==> src/rtl/dis_pkg.sv <==
`timescale 1ns/1ps
// Shared definitions for the dual-issue scoreboard: operation classes,
// execution unit identifiers and the class-to-unit mapping.
package dis_pkg;

    typedef enum logic [1:0] {
        OP_MUL = 2'd0,
        OP_DIV = 2'd1,
        OP_ADD = 2'd2,
        OP_SUB = 2'd3
    } op_e;

    typedef enum logic [1:0] {
        UNIT_MUL = 2'd0,
        UNIT_DIV = 2'd1,
        UNIT_ALU = 2'd2
    } unit_e;

    localparam int NUM_SLOTS = 2;
    localparam int NUM_LONG  = 2;

    // Which unit executes a given operation class.
    function automatic unit_e unit_of(input logic [1:0] op);
        case (op)
            2'd0:    return UNIT_MUL;
            2'd1:    return UNIT_DIV;
            default: return UNIT_ALU;
        endcase
    endfunction

    // Two-cycle operations (multiply, divide) versus one-cycle (add, sub).
    function automatic logic is_long(input logic [1:0] op);
        return (op[1] == 1'b0);
    endfunction

endpackage

==> src/rtl/dis_decode_slots.sv <==
`timescale 1ns/1ps
// Two-entry decode buffer. Slot 0 holds the older instruction.
// Assumes: a pair is loaded only when both slots are empty; a slot is
// vacated in the cycle its issue strobe is high.
module dis_decode_slots #(
    parameter int REG_W = 3,
    parameter int ID_W  = 6
) (
    input  logic                       clk,
    input  logic                       rst_n,
    input  logic                       in_valid,
    output logic                       in_ready,
    input  logic [1:0]                 in_slot_v,
    input  logic [1:0][1:0]            in_op,
    input  logic [1:0][REG_W-1:0]      in_dst,
    input  logic [1:0][REG_W-1:0]      in_src_a,
    input  logic [1:0][REG_W-1:0]      in_src_b,
    input  logic [1:0][ID_W-1:0]       in_id,
    input  logic [1:0]                 issue,
    output logic [1:0]                 slot_v,
    output logic [1:0][1:0]            slot_op,
    output logic [1:0][REG_W-1:0]      slot_dst,
    output logic [1:0][REG_W-1:0]      slot_sa,
    output logic [1:0][REG_W-1:0]      slot_sb,
    output logic [1:0][ID_W-1:0]       slot_id
);

    // The pair may enter only after both entries have left.
    assign in_ready = (slot_v == 2'b00);

    // Load a new pair or retire issued entries.
    always_ff @(posedge clk) begin
        if (!rst_n) begin
            slot_v <= 2'b00;
        end else if (in_valid && in_ready) begin
            slot_v   <= in_slot_v;
            slot_op  <= in_op;
            slot_dst <= in_dst;
            slot_sa  <= in_src_a;
            slot_sb  <= in_src_b;
            slot_id  <= in_id;
        end else begin
            slot_v <= slot_v & ~issue;
        end
    end

    AST_PAIR_DRAINED: assert property (@(posedge clk) disable iff (!rst_n)
        $rose(slot_v[0]) |-> (!$past(slot_v[1]) || $past(issue[1])));

endmodule

==> src/rtl/dis_pend_table.sv <==
`timescale 1ns/1ps
// Per-register pending-write bits. A bit is set when a writer issues
// and cleared when its result is written back.
// Assumes: a register is never set while already pending.
module dis_pend_table #(
    parameter int NUM_REGS = 8,
    parameter int REG_W    = 3
) (
    input  logic                   clk,
    input  logic                   rst_n,
    input  logic [1:0]             set_v,
    input  logic [1:0][REG_W-1:0]  set_idx,
    input  logic [1:0]             clr_v,
    input  logic [1:0][REG_W-1:0]  clr_idx,
    output logic [NUM_REGS-1:0]    pend
);

    for (genvar r = 0; r < NUM_REGS; r++) begin : g_reg
        logic set_hit;
        logic clr_hit;

        // Decode whether this register is written or retired this cycle.
        always_comb begin
            set_hit = 1'b0;
            clr_hit = 1'b0;
            for (int k = 0; k < 2; k++) begin
                if (set_v[k] && (set_idx[k] == REG_W'(r))) set_hit = 1'b1;
                if (clr_v[k] && (clr_idx[k] == REG_W'(r))) clr_hit = 1'b1;
            end
        end

        // Hold the pending bit for this register.
        always_ff @(posedge clk) begin
            if (!rst_n) pend[r] <= 1'b0;
            else        pend[r] <= (pend[r] & ~clr_hit) | set_hit;
        end
    end

    for (genvar k = 0; k < 2; k++) begin : g_chk
        AST_NO_DOUBLE_WRITER: assert property (@(posedge clk) disable iff (!rst_n)
            set_v[k] |-> !pend[set_idx[k]]);
        AST_RETIRE_PENDING: assert property (@(posedge clk) disable iff (!rst_n)
            clr_v[k] |-> pend[clr_idx[k]]);
    end

endmodule

==> src/rtl/dis_long_pipe.sv <==
`timescale 1ns/1ps
// Two-stage non-pipelined unit model (multiply or divide): an operation
// occupies the unit for the cycle after issue and completes one cycle later.
// Assumes: go is never raised while busy.
module dis_long_pipe #(
    parameter int REG_W = 3,
    parameter int ID_W  = 6
) (
    input  logic             clk,
    input  logic             rst_n,
    input  logic             go,
    input  logic [REG_W-1:0] go_dst,
    input  logic [ID_W-1:0]  go_id,
    input  logic             go_young,
    output logic             busy,
    output logic             done_v,
    output logic [REG_W-1:0] done_dst,
    output logic [ID_W-1:0]  done_id,
    output logic             done_young
);

    logic             s1_v;
    logic [REG_W-1:0] s1_dst;
    logic [ID_W-1:0]  s1_id;
    logic             s1_young;

    // Advance the operation through its two cycles.
    always_ff @(posedge clk) begin
        if (!rst_n) begin
            s1_v   <= 1'b0;
            done_v <= 1'b0;
        end else begin
            s1_v       <= go;
            s1_dst     <= go_dst;
            s1_id      <= go_id;
            s1_young   <= go_young;
            done_v     <= s1_v;
            done_dst   <= s1_dst;
            done_id    <= s1_id;
            done_young <= s1_young;
        end
    end

    assign busy = s1_v;

    AST_UNIT_ACCEPT: assert property (@(posedge clk) disable iff (!rst_n)
        go |-> !s1_v);

endmodule

==> src/rtl/dis_exec.sv <==
`timescale 1ns/1ps
// Execution timing for the three units and the two writeback ports.
// Ports are filled oldest first: of two simultaneous long results the one
// not marked younger goes first, and an add/sub result is always youngest.
module dis_exec #(
    parameter int REG_W = 3,
    parameter int ID_W  = 6
) (
    input  logic                            clk,
    input  logic                            rst_n,
    input  logic [dis_pkg::NUM_LONG-1:0]    go_long,
    input  logic [dis_pkg::NUM_LONG-1:0][REG_W-1:0] go_long_dst,
    input  logic [dis_pkg::NUM_LONG-1:0][ID_W-1:0]  go_long_id,
    input  logic [dis_pkg::NUM_LONG-1:0]    go_long_young,
    input  logic                            go_alu,
    input  logic [REG_W-1:0]                go_alu_dst,
    input  logic [ID_W-1:0]                 go_alu_id,
    output logic [dis_pkg::NUM_LONG-1:0]    long_busy,
    output logic [1:0]                      wb_v,
    output logic [1:0][REG_W-1:0]           wb_dst,
    output logic [1:0][ID_W-1:0]            wb_id
);
    import dis_pkg::*;

    localparam int NUM_CAND = NUM_LONG + 1;

    logic [NUM_LONG-1:0]            l_v;
    logic [NUM_LONG-1:0][REG_W-1:0] l_dst;
    logic [NUM_LONG-1:0][ID_W-1:0]  l_id;
    logic [NUM_LONG-1:0]            l_young;

    for (genvar u = 0; u < NUM_LONG; u++) begin : g_long
        dis_long_pipe #(.REG_W(REG_W), .ID_W(ID_W)) pipe_i (
            .clk        (clk),
            .rst_n      (rst_n),
            .go         (go_long[u]),
            .go_dst     (go_long_dst[u]),
            .go_id      (go_long_id[u]),
            .go_young   (go_long_young[u]),
            .busy       (long_busy[u]),
            .done_v     (l_v[u]),
            .done_dst   (l_dst[u]),
            .done_id    (l_id[u]),
            .done_young (l_young[u])
        );
    end

    logic             a_v;
    logic [REG_W-1:0] a_dst;
    logic [ID_W-1:0]  a_id;

    // One-cycle add/subtract result register.
    always_ff @(posedge clk) begin
        if (!rst_n) begin
            a_v <= 1'b0;
        end else begin
            a_v   <= go_alu;
            a_dst <= go_alu_dst;
            a_id  <= go_alu_id;
        end
    end

    logic [NUM_CAND-1:0]            c_v;
    logic [NUM_CAND-1:0][REG_W-1:0] c_dst;
    logic [NUM_CAND-1:0][ID_W-1:0]  c_id;

    // Put the finishing results in age order, oldest first.
    always_comb begin
        logic swap;
        swap = l_v[0] && l_v[1] && l_young[0];
        c_v[0]   = swap ? l_v[1]   : l_v[0];
        c_dst[0] = swap ? l_dst[1] : l_dst[0];
        c_id[0]  = swap ? l_id[1]  : l_id[0];
        c_v[1]   = swap ? l_v[0]   : l_v[1];
        c_dst[1] = swap ? l_dst[0] : l_dst[1];
        c_id[1]  = swap ? l_id[0]  : l_id[1];
        c_v[2]   = a_v;
        c_dst[2] = a_dst;
        c_id[2]  = a_id;
    end

    // Pack the ordered results onto the two writeback ports.
    always_comb begin
        logic [1:0] n;
        n      = 2'd0;
        wb_v   = '0;
        wb_dst = '0;
        wb_id  = '0;
        for (int c = 0; c < NUM_CAND; c++) begin
            if (c_v[c] && (n < 2'd2)) begin
                wb_v[n[0]]   = 1'b1;
                wb_dst[n[0]] = c_dst[c];
                wb_id[n[0]]  = c_id[c];
                n            = n + 2'd1;
            end
        end
    end

    AST_WB_LIMIT: assert property (@(posedge clk) disable iff (!rst_n)
        $countones({a_v, l_v}) <= 2);

endmodule

==> src/rtl/dis_issue_ctrl.sv <==
`timescale 1ns/1ps
// Issue decision for the two decode slots. An instruction goes when its
// unit is free and none of its registers has a write in flight. The younger
// slot additionally needs the older one to go in the same cycle (or to be
// gone already), a different unit, no register overlap with it, and a
// latency no shorter than the older one's so results stay in order.
module dis_issue_ctrl #(
    parameter int NUM_REGS = 8,
    parameter int REG_W    = 3
) (
    input  logic                            clk,
    input  logic                            rst_n,
    input  logic [1:0]                      slot_v,
    input  logic [1:0][1:0]                 slot_op,
    input  logic [1:0][REG_W-1:0]           slot_dst,
    input  logic [1:0][REG_W-1:0]           slot_sa,
    input  logic [1:0][REG_W-1:0]           slot_sb,
    input  logic [NUM_REGS-1:0]             pend,
    input  logic [dis_pkg::NUM_LONG-1:0]    long_busy,
    output logic [1:0]                      issue
);
    import dis_pkg::*;

    logic [1:0] base_ok;
    logic       pair_dep;
    logic       order_ok;
    logic       unit_diff;

    // Per-slot readiness against unit state and in-flight writes.
    always_comb begin
        for (int k = 0; k < 2; k++) begin
            logic unit_free;
            logic regs_clear;
            case (unit_of(slot_op[k]))
                UNIT_MUL: unit_free = !long_busy[0];
                UNIT_DIV: unit_free = !long_busy[1];
                default:  unit_free = 1'b1;
            endcase
            regs_clear = !pend[slot_sa[k]] && !pend[slot_sb[k]] && !pend[slot_dst[k]];
            base_ok[k] = slot_v[k] && unit_free && regs_clear;
        end
    end

    // Hazards between the two slots when they would go together.
    always_comb begin
        pair_dep  = (slot_sa[1] == slot_dst[0]) || (slot_sb[1] == slot_dst[0])
                 || (slot_dst[1] == slot_dst[0])
                 || (slot_dst[1] == slot_sa[0]) || (slot_dst[1] == slot_sb[0]);
        order_ok  = is_long(slot_op[1]) || !is_long(slot_op[0]);
        unit_diff = unit_of(slot_op[0]) != unit_of(slot_op[1]);
    end

    // Final in-order issue decision.
    always_comb begin
        issue[0] = base_ok[0];
        issue[1] = base_ok[1]
                && (!slot_v[0] || (base_ok[0] && unit_diff && !pair_dep && order_ok));
    end

    AST_IN_ORDER: assert property (@(posedge clk) disable iff (!rst_n)
        (slot_v[0] && issue[1]) |-> issue[0]);
    AST_ONE_PER_UNIT: assert property (@(posedge clk) disable iff (!rst_n)
        (issue == 2'b11) |-> (slot_op[0] != slot_op[1]));
    AST_NO_PAIR_WAR: assert property (@(posedge clk) disable iff (!rst_n)
        (issue == 2'b11) |-> ((slot_dst[1] != slot_sa[0]) && (slot_dst[1] != slot_sb[0])));
    AST_RAW_CLEAR: assert property (@(posedge clk) disable iff (!rst_n)
        issue[0] |-> (!pend[slot_sa[0]] && !pend[slot_sb[0]]));

endmodule

==> src/rtl/dual_issue_scoreboard.sv <==
`timescale 1ns/1ps
// Dual-issue in-order scoreboard top. Connects the decode slots, the issue
// decision, the pending-write table and the execution timing model, and
// keeps the cycle counter used to time issue and writeback events.
// Assumes: NUM_REGS is a power of two; tags are unique while in flight.
module dual_issue_scoreboard #(
    parameter int NUM_REGS = 8,
    parameter int ID_W     = 6,
    parameter int CYC_W    = 32,
    localparam int REG_W   = $clog2(NUM_REGS)
) (
    input  logic                  clk,
    input  logic                  rst_n,
    input  logic                  in_valid,
    output logic                  in_ready,
    input  logic [1:0]            in_slot_v,
    input  logic [3:0]            in_op,
    input  logic [2*REG_W-1:0]    in_dst,
    input  logic [2*REG_W-1:0]    in_src_a,
    input  logic [2*REG_W-1:0]    in_src_b,
    input  logic [2*ID_W-1:0]     in_id,
    output logic [1:0]            iss_v,
    output logic [2*ID_W-1:0]     iss_id,
    output logic [1:0]            wb_v,
    output logic [2*REG_W-1:0]    wb_dst,
    output logic [2*ID_W-1:0]     wb_id,
    output logic [CYC_W-1:0]      cycle
);
    import dis_pkg::*;

    logic [1:0]                  slot_v;
    logic [1:0][1:0]             slot_op;
    logic [1:0][REG_W-1:0]       slot_dst;
    logic [1:0][REG_W-1:0]       slot_sa;
    logic [1:0][REG_W-1:0]       slot_sb;
    logic [1:0][ID_W-1:0]        slot_id;
    logic [1:0]                  issue;
    logic [NUM_REGS-1:0]         pend;
    logic [NUM_LONG-1:0]         long_busy;
    logic [1:0]                  wb_v_i;
    logic [1:0][REG_W-1:0]       wb_dst_i;
    logic [1:0][ID_W-1:0]        wb_id_i;

    dis_decode_slots #(.REG_W(REG_W), .ID_W(ID_W)) slots_i (
        .clk       (clk),
        .rst_n     (rst_n),
        .in_valid  (in_valid),
        .in_ready  (in_ready),
        .in_slot_v (in_slot_v),
        .in_op     (in_op),
        .in_dst    (in_dst),
        .in_src_a  (in_src_a),
        .in_src_b  (in_src_b),
        .in_id     (in_id),
        .issue     (issue),
        .slot_v    (slot_v),
        .slot_op   (slot_op),
        .slot_dst  (slot_dst),
        .slot_sa   (slot_sa),
        .slot_sb   (slot_sb),
        .slot_id   (slot_id)
    );

    dis_issue_ctrl #(.NUM_REGS(NUM_REGS), .REG_W(REG_W)) issue_i (
        .clk       (clk),
        .rst_n     (rst_n),
        .slot_v    (slot_v),
        .slot_op   (slot_op),
        .slot_dst  (slot_dst),
        .slot_sa   (slot_sa),
        .slot_sb   (slot_sb),
        .pend      (pend),
        .long_busy (long_busy),
        .issue     (issue)
    );

    dis_pend_table #(.NUM_REGS(NUM_REGS), .REG_W(REG_W)) pend_i (
        .clk     (clk),
        .rst_n   (rst_n),
        .set_v   (issue),
        .set_idx (slot_dst),
        .clr_v   (wb_v_i),
        .clr_idx (wb_dst_i),
        .pend    (pend)
    );

    logic [NUM_LONG-1:0]            go_long;
    logic [NUM_LONG-1:0][REG_W-1:0] go_long_dst;
    logic [NUM_LONG-1:0][ID_W-1:0]  go_long_id;
    logic [NUM_LONG-1:0]            go_long_young;
    logic                           go_alu;
    logic [REG_W-1:0]               go_alu_dst;
    logic [ID_W-1:0]                go_alu_id;

    // Steer each issuing slot to its unit and mark same-cycle younger ops.
    always_comb begin
        go_long       = '0;
        go_long_dst   = '0;
        go_long_id    = '0;
        go_long_young = '0;
        go_alu        = 1'b0;
        go_alu_dst    = '0;
        go_alu_id     = '0;
        for (int k = 0; k < 2; k++) begin
            if (issue[k]) begin
                case (unit_of(slot_op[k]))
                    UNIT_MUL, UNIT_DIV: begin
                        go_long[slot_op[k][0]]       = 1'b1;
                        go_long_dst[slot_op[k][0]]   = slot_dst[k];
                        go_long_id[slot_op[k][0]]    = slot_id[k];
                        go_long_young[slot_op[k][0]] = (k == 1) && issue[0];
                    end
                    default: begin
                        go_alu     = 1'b1;
                        go_alu_dst = slot_dst[k];
                        go_alu_id  = slot_id[k];
                    end
                endcase
            end
        end
    end

    dis_exec #(.REG_W(REG_W), .ID_W(ID_W)) exec_i (
        .clk           (clk),
        .rst_n         (rst_n),
        .go_long       (go_long),
        .go_long_dst   (go_long_dst),
        .go_long_id    (go_long_id),
        .go_long_young (go_long_young),
        .go_alu        (go_alu),
        .go_alu_dst    (go_alu_dst),
        .go_alu_id     (go_alu_id),
        .long_busy     (long_busy),
        .wb_v          (wb_v_i),
        .wb_dst        (wb_dst_i),
        .wb_id         (wb_id_i)
    );

    // Free-running cycle count since reset.
    always_ff @(posedge clk) begin
        if (!rst_n) cycle <= '0;
        else        cycle <= cycle + CYC_W'(1);
    end

    assign iss_v  = issue;
    assign iss_id = slot_id;
    assign wb_v   = wb_v_i;
    assign wb_dst = wb_dst_i;
    assign wb_id  = wb_id_i;

    AST_WB_PORT_FILL: assert property (@(posedge clk) disable iff (!rst_n)
        wb_v[1] |-> wb_v[0]);

endmodule

==> config.mk <==
export PLATFORM = sky130hd
export DESIGN_NAME = dual_issue_scoreboard
export DESIGN_NICKNAME = d
export VERILOG_FILES = /design/src/rtl/dis_pkg.sv /design/src/rtl/dis_decode_slots.sv /design/src/rtl/dis_pend_table.sv /design/src/rtl/dis_long_pipe.sv /design/src/rtl/dis_exec.sv /design/src/rtl/dis_issue_ctrl.sv /design/src/rtl/dual_issue_scoreboard.sv
export SDC_FILE = /design/constraint.sdc
export NUM_CORES = 1
export LEC_CHECK = 0
export BUFFER_PORTS_ARGS = -buffer_cell sky130_fd_sc_hd__buf_2
export CAP_MARGIN = 0
export CORE_ASPECT_RATIO = 0.75
export CORE_MARGIN = 2
export CORE_UTILIZATION = 60
export DETAILED_ROUTE_END_ITERATION = 12
export HOLD_SLACK_MARGIN = 0.02
export PLACE_DENSITY = 0.85
export SLEW_MARGIN = 40
export SYNTH_ARGS = -nofsm -noshare
export SYNTH_HDL_FRONTEND = slang
export SYNTH_SLANG_ARGS = --single-unit
==> constraint.sdc <==
create_clock -name clk -period 6.7 [get_ports clk]
set_input_delay 0.335 -clock clk [delete_from_list [all_inputs] [get_ports clk]]
set_output_delay 0.335 -clock clk [all_outputs]
set_load 0.02 [all_outputs]
==> out/results.ini, run 1 <==
[run_status]
outcome = finished clean

[die]
die_x_um = 120
ios = 106
floorplan.initialDensity = 0.622
die_h_um = 90.8
die_area_um2 = 10900
core-area_um2 = 9700
rows = 31

[setup_path]
crit_type = register to primary output
critPathLaunchType = register
r2r_slack_ns = 3.60
r2r_cells = 5
crit_required_ns = 6.36
r2r-start = slots_i.slot_dst[3]
r2r_end = exec_i.g_long[0].pipe_i.s1_id[4]
crit_path_end_kind = primary output
arrival_ns = 2.93
critPathMaxFanout = 10

[cells_and_area]
fin_nets = 643
area_growth_pct = 19.4
seq_area_um2 = 3370
final_cell_mix = buf_2 (105), edfxtp_1 (81), dfxtp_1 (47)
layout_commonest_cell = buf_2
drive_gt1_frac = 0.268
antenna_cells = 0
fillers = 626
layoutNonFillerInstCount = 745
multiInputGateArea_um2 = 2520

[hold_path]
hp-start = in_src_b[3]
min_to = slots_i.slot_sb[3]
hold_depth = 1
hold_path_class = primary input to register

[synthesis]
syn_nets = 539
ys_warn_count = 0
synthesis.area_um2 = 6030
yosys_register_bits = 128
synth_cells = 496
synth.distinct_cells = 58
syn_area_per_cell_um2 = 12.2
synth_edf_count = 81
ys.flop_type = edfxtp_1
yosysSeqAreaShare = 0.560
synth-async-reset-ratio = 0

[global_route]
track_usage = 0.264
grt_max_degree = 96
grt_pass1_vias = 4303
use_met2 = 0.412
grt.overflow.total = 0
gr-usage-met1 = 0.344
busiest_layer = met2
grtUsageMet3 = 0.0991
antenna_found_initial = 0
grt_pass1_wl_um = 22100

[timing]
worst_pin_slew_ns = 0.802
period_needed_ns = 3.26
finalCritPeriodShare = 0.487
rsz0062_at_grt = no
fin_ws_ns = 3.44
worst_slew_margin_rel = 0.463
finalSetupViolations = 0
fin_setup_tns_ns = 0
hold_viol_final = 0
clock_skew_ns = 0.00819
drv_slew = 0
max_freq_mhz = 306
holdWs_ns = 0.0966

[placement]
numPortBuffers = 105
place_hpwl_um = 9360
routabilityCongestion = 0.887
dp_slack_ns = 3.36
place_inst = 713

[clock_tree]
cts_sinks = 128
ctsResizeCount = 0
cts_made_buffers = 17
cts_tree = built
clock_latency_ns = 0.41
clk_pin_slew_worst_paths_ns = 0.06
ctsHoldBuffers = 0
clk_path_buf_depth = 2
postCtsSetupRepairBufs = 0
h-tree-depth = 4
cts-root-buf = clkbuf_16

[job]
drv_cap = 0

[pwr]
max-vdd-ir-drop_mv = 0.207
power_uw = 1910
cellLeakagePower_uw = 0.00290
powerDensity_nw_per_um2 = 265

[route]
routed_wl_um = 13800
drtIter0Drc = 486
drtAntennaViolNets = 0
vias = 4480
dr.pass1.iters = 5
wl_per_cell_um = 18.6
drc = 0
via_per_inst = 6.01

kinds of logic (layout without fill, tap and decap cells):
group                      after synthesis  after routing  synth area share
DFF                                    128            128             0.560
xor gates and xnor gates                39             39            0.0567
buffers and inverters                   32            149            0.0237
AOI/OAI and AO/OA                      103            103             0.131
adders and majority gates                4              4           0.00830
muxes                                   28             28            0.0722
and+or+nand+nor                        162            162             0.149
power breakdown:
group | internal, µW | total (µW) | switching (µW)
clock network | 514 | 861 | 347
logic | 54.7 | 132 | 77.7
registers | 878 | 915 | 36.8
critical path: stages, from the launching register on:
cell and delay [ns]:
edfxtp_1 0.66, mux4_2 0.57, mux2i_1 0.22, nand3_2 0.25, o21ai_2 0.41, and2_1 0.23
buf_2 0.18
cell usage after synthesis, drive strengths merged (8+ instances only):
cell type  instances  area (µm²)
mux2i             15         150
dfxtp             47         941
edfxtp            81        2430
a21boi            13        97.6
mux4              12         274
inv               10        37.5
o21ai             20         104
buf               10        60.1
nor2              26        97.6
and3               9        56.3
or3                8        50.1
and2              29         181
xor2              13         114
a22o              27         236
nand2             37         139
xnor2             26         228
clkbuf            12        45.0
nand3             15        80.1
nand4              8        50.1
worst max-delay path by stage:
stage / from / cells after the start / slack [ns] / to
after floorplan: exec_i.g_long[1].pipe_i.done_v / 11 / 3.96 / pend_i.pend[6]
after global placement: slots_i.slot_dst[3] / 5 / 3.54 / exec_i.g_long[0].pipe_i.s1_id[2]
after detailed placement: slots_i.slot_dst[3] / 5 / 3.36 / exec_i.g_long[0].pipe_i.s1_id[0]
after CTS: slots_i.slot_dst[3] / 5 / 3.19 / iss_v[1]
after global routing: slots_i.slot_dst[0] / 6 / 3.28 / iss_v[1]
final: slots_i.slot_dst[0] / 6 / 3.44 / iss_v[1]
area by class of cell:
type	count	share of cell area
clock inverter	15	0.0186
tap	132	0.0230
inverter	10	0.00522
clock buffer	17	0.0591
multi-input combinational	336	0.350
timing repair buffer	107	0.0756
sequential	128	0.469
through the flow:
stage               cell area, µm²  utilization
floorplan                     6030            -
global placement              6630        0.683
detailed placement            6630        0.684
CTS                           7190        0.742
global route                  7200        0.742
finish                        7200        0.742
sequential cells by signal (all words and copies together), names as in the netlist, 3 cells and up:
name	count
exec_i.g_long.pipe_i.done_dst	6
slots_i.slot_sa	6
exec_i.g_long.pipe_i.s1_id	12
exec_i.a_id	6
exec_i.g_long.pipe_i.s1_dst	6
pend_i.pend	8
cycle	32
slots_i.slot_dst	6
exec_i.g_long.pipe_i.done_id	12
exec_i.a_dst	3
slots_i.slot_id	12
slots_i.slot_sb	6
slots_i.slot_op	4
metal layers:
metal  part of all wire  vias to the layer above  routed length [µm]
met1               0.41                     2132                5650
met5                  0                        -                   0
met2               0.48                      243                6610
met3               0.10                       20                1390
met4              0.012                        0                 172
li1                   -                     2085                   -
(Power assumes the default switching activity.)
==> inputs of run 2 (changes only) <==
--- a/config.mk
+++ b/config.mk
@@ -9,10 +9,10 @@
 export CAP_MARGIN = 0
 export CORE_ASPECT_RATIO = 0.75
 export CORE_MARGIN = 2
-export CORE_UTILIZATION = 60
+export CORE_UTILIZATION = 56
 export DETAILED_ROUTE_END_ITERATION = 12
 export HOLD_SLACK_MARGIN = 0.02
-export PLACE_DENSITY = 0.85
+export PLACE_DENSITY = 0.8
 export SLEW_MARGIN = 40
 export SYNTH_ARGS = -nofsm -noshare
 export SYNTH_HDL_FRONTEND = slang
==> constraint.sdc (replaced) <==
create_clock -name clk -period 3.2 [get_ports clk]
set_input_delay 0.16 -clock clk [delete_from_list [all_inputs] [get_ports clk]]
set_output_delay 0.16 -clock clk [all_outputs]
set_load 0.02 [all_outputs]
==> out/results.ini, run 2 (synthesis results as in run 1) <==
[run_status]
outcome = finished clean

[cells_and_area]
fillers = 685
area_growth_pct = 27.3
fin_nets = 689
seq_area_um2 = 3370
multiInputGateArea_um2 = 2520
largest_register_ff_count = 32
final_cell_mix = buf_2 (105), edfxtp_1 (81), dfxtp_1 (47)
layout_commonest_cell = buf_2
drive_gt1_frac = 0.264
antenna_cells = 0
top_register = cycle

[die]
die_area_um2 = 11600
ios = 106
die_h_um = 93.8
floorplan.initialDensity = 0.581
die_x_um = 124
rows = 32
core-area_um2 = 10400

[global_route]
antenna_found_initial = 0
grt.overflow.total = 0
grt_pass1_vias = 4636
grt_max_degree = 95
track_usage = 0.286
grt_pass1_wl_um = 24600

[setup_path]
cp_slowest_stage_delay_ns = 0.69
critPathLaunchType = register
crit_family = multiplexers
crit_required_ns = 3.04
path_cells = mux4_2, mux2_2, nor3_1, buf_4, and2_1, buf_2
crit_type = register to primary output
cp_slowest_cell = edfxtp_1
crit_path_end_kind = primary output
worst-path-buf-inv = 2
critPathMaxFanout = 13
arrival_ns = 3.03

[clock_tree]
cts-root-buf = clkbuf_16
clk_pin_slew_worst_paths_ns = 0.06
cts_made_buffers = 17
h-tree-depth = 4
clock_latency_ns = 0.42
clk_path_buf_depth = 2
postCtsSetupRepairBufs = 0
cts_tree = built
cts_sinks = 128

[timing]
worst_slew_margin_rel = 0.542
drv_slew = 0
max_freq_mhz = 314
period_needed_ns = 3.19
finalCritPeriodShare = 0.996
clock_skew_ns = 0.0107
finalSetupViolations = 0
holdWs_ns = 0.325
worst_pin_slew_ns = 0.688
fin_setup_tns_ns = 0
hold_viol_final = 0

[hold_path]
hold_path_class = primary input to register

[placement]
routabilityCongestion = 0.889
place_hpwl_um = 10200
numPortBuffers = 105

[route]
wl_per_cell_um = 19.9
vias = 4792
via_per_inst = 6.03
routed_wl_um = 15900
drtAntennaViolNets = 0
drc = 0
drtIter0Drc = 582
dr.pass1.iters = 5

[pwr]
max-vdd-ir-drop_mv = 0.418
power_uw = 4130
powerDensity_nw_per_um2 = 539
cellLeakagePower_uw = 0.00311

[job]
drv_cap = 0

## run 2: report_power, final
| part | total (µW) | switching [µW] | internal (µW) |
|---|---|---|---|
| clock network | 1890 | 733 | 1150 |
| logic | 333 | 183 | 150 |
| registers | 1920 | 78.2 | 1840 |
## run 2: layout make-up
cell class,count,area share
timing repair buffer,153,0.128
tap,136,0.0222
multi-input combinational,336,0.328
inverter,10,0.00489
clock inverter,10,0.00962
sequential,128,0.440
clock buffer,22,0.0675
## run 2: timing repair
| action | 4_1_cts | 5_1_grt |
|---|---|---|
| endpoints found under the setup margin | 0 | 1 |
| hold endpoints to repair | 36 | 0 |
| hold buffers | 36 | 0 |
| resized for setup | 0 | 1 |
## run 2: worst reg2reg max path: stages (launching register included)
cell      delay (ns)
edfxtp_1        0.46
mux4_2          0.58
nor2b_1         0.18
a211oi_2        0.27
nand3_2         0.25
o21ai_4         0.36
and4b_1         0.53
a22o_1          0.22
## run 2: per-stage QoR
step	setup WS, ns	area (µm²)	util	std cells
after floorplan	0.463	6030	-	496
after detailed placement	0.309	6710	0.647	727
final	0.0128	7670	0.740	795
after CTS	0.172	7660	0.739	795
after global placement	0.375	6710	0.647	727
after global routing	-0.0497	7670	0.740	795
## run 2: layer usage
layer	routed length, µm	part of all wire	vias to the layer above	global-route usage
met5	0	0	-	0
li1	-	-	2177	-
met2	7300	0.46	254	0.433
met4	437	0.028	0	0.0966
met1	6530	0.41	2323	0.385
met3	1590	0.10	38	0.0977
## run 2: path summary, 6_finish.rpt
path                                                   startpoint                             endpoint  slack, ns  depth (start not counted)
worst max-delay path                          slots_i.slot_dst[3]                             iss_v[1]       0.01                          6
worst min register to register  exec_i.g_long[0].pipe_i.s1_dst[1]  exec_i.g_long[0].pipe_i.done_dst[1]       0.42                          0
worst min-delay path                                     in_valid                  slots_i.slot_dst[2]       0.32                          2
worst max register to register                 slots_i.slot_sb[0]    exec_i.g_long[1].pipe_i.s1_dst[0]       0.22                          7
==> inputs of run 3 (changes only) <==
--- a/config.mk
+++ b/config.mk
@@ -9,10 +9,10 @@
 export CAP_MARGIN = 0
 export CORE_ASPECT_RATIO = 0.75
 export CORE_MARGIN = 2
-export CORE_UTILIZATION = 56
+export CORE_UTILIZATION = 50
 export DETAILED_ROUTE_END_ITERATION = 12
 export HOLD_SLACK_MARGIN = 0.02
-export PLACE_DENSITY = 0.8
+export PLACE_DENSITY = 0.73
 export SLEW_MARGIN = 40
 export SYNTH_ARGS = -nofsm -noshare
 export SYNTH_HDL_FRONTEND = slang
==> out/results.ini, run 3 (synthesis results as in run 1) <==
[timing]
worst_pin_slew_ns = 0.715
rsz0062_at_grt = no
fin_setup_tns_ns = 0
fin_ws_ns = 0.308
clock_skew_ns = 0.00986
hold_viol_final = 0
worst_slew_margin_rel = 0.520
finalCritPeriodShare = 0.904
drv_slew = 0
period_needed_ns = 2.89
max_freq_mhz = 346
finalSetupViolations = 0

[pwr]
cellLeakagePower_uw = 0.00308
max-vdd-ir-drop_mv = 0.333
power_uw = 4040
powerDensity_nw_per_um2 = 527

[setup_path]
cp_slowest_cell = mux4_2
cp-startpoint = slots_i.slot_sb[0]
r2r-start = exec_i.g_long[1].pipe_i.done_v
cp_slowest_stage_delay_ns = 0.51
crit_family = simple AND/OR/NAND/NOR gates
crit_type = register to primary output
critPathMaxFanout = 7
crit_required_ns = 3.04
arrival_ns = 2.73
crit_path_end_kind = primary output
path_cells = mux4_2, nor2b_1, a211oi_2, nand3_2, o21ai_2, buf_4, and2_1, buf_2
critPathLaunchType = register
worst-path-buf-inv = 2

[clock_tree]
cts_tree = built
h-tree-depth = 4
cts-root-buf = clkbuf_16
cts_made_buffers = 17
clk_pin_slew_worst_paths_ns = 0.06
clk_path_buf_depth = 2
cts_sinks = 128
postCtsSetupRepairBufs = 0
ctsResizeCount = 0
clock_latency_ns = 0.42

[route]
via_per_inst = 5.70
drtAntennaViolNets = 0
drc = 0
drtIter0Drc = 329
routed_wl_um = 14400
dr.pass1.iters = 5
wl_per_cell_um = 17.5
vias = 4679

[global_route]
grt_pass1_wl_um = 22600
grt_max_degree = 42
track_usage = 0.229
grt.overflow.total = 0
grt_pass1_vias = 4392
antenna_found_initial = 0

[cells_and_area]
drive_gt1_frac = 0.264
area_growth_pct = 27.2
top_register = cycle
antenna_cells = 0
fillers = 894
layout_commonest_cell = buf_2
final_core_utilization = 0.657
final_cell_mix = buf_2 (105), edfxtp_1 (81), dfxtp_1 (47)
largest_register_ff_count = 32
fin_nets = 689

[placement]
numPortBuffers = 105
place_hpwl_um = 9760
dp_slack_ns = 0.412
routabilityCongestion = 0.835

[hold_path]
hold_path_class = primary input to register
hp-start = rst_n

[die]
die_h_um = 99.1
floorplan.initialDensity = 0.517
die_area_um2 = 13000
rows = 34
ios = 106
die_x_um = 131
core-area_um2 = 11700

[job]
drv_cap = 0

[run_status]
outcome = finished clean

## run 3: area by class of cell
cell class | instances | area (µm²) | area share
clock inverters | 15 | 138 | 0.0180
well taps | 162 | 203 | 0.0264
multi-input cells | 336 | 2510 | 0.328
repair buffers | 153 | 976 | 0.127
inverters | 10 | 37.5 | 0.00490
flip-flops and latches | 128 | 3370 | 0.440
clock buffers | 17 | 425 | 0.0555
## run 3: final timing paths
check	endpoint	slack, ns	depth (start not counted)
max	iss_v[1]	0.31	8
min reg2reg	exec_i.g_long[1].pipe_i.done_dst[1]	0.41	0
min	cycle[20]	0.27	2
max reg2reg	pend_i.pend[7]	0.33	9
## run 3: what timing repair did
| item | 4_1_cts | 5_1_grt |
|---|---|---|
| hold buffers | 36 | 0 |
| endpoints found under the setup margin | 0 | 0 |
| endpoints found under the hold margin | 36 | 0 |
## run 3: stage by stage
| stage | instances | instance area (µm²) | hold WS (ns) |
|---|---|---|---|
| floorplan | 496 | 6030 | 0.259 |
| detailed placement | 753 | 6740 | 0.338 |
| global placement | 753 | 6740 | 0.336 |
| global route | 821 | 7660 | 0.304 |
| CTS | 821 | 7660 | 0.278 |
| finish | 821 | 7660 | 0.268 |
## run 3: routing by layer
| layer | share of wire | vias to the layer above | track usage | wire (µm) |
|---|---|---|---|---|
| met2 | 0.45 | 206 | 0.338 | 6500 |
| li1 | - | 2180 | - | - |
| met5 | 0 | - | 0 | 0 |
| met1 | 0.45 | 2273 | 0.327 | 6530 |
| met4 | 0.013 | 0 | 0.0696 | 187 |
| met3 | 0.080 | 20 | 0.0722 | 1150 |
## run 3: power breakdown
| group | switching (µW) | internal [µW] | leakage, µW |
|---|---|---|---|
| Sequential | 72.5 | 1840 | 0.00118 |
| Combinational | 176 | 151 | 0.00165 |
| Clock | 729 | 1070 | 0.000260 |
| Total | 977 | 3060 | 0.00308 |
## run 3: worst register-to-register path, delay by kind of cell, from the launching register on
kind	cells	cell delay [ns]
compound gates	4	0.89
fa+ha+maj	1	0.35
buf+inv	1	0.11
flops	1	0.45
simple gates	3	0.97
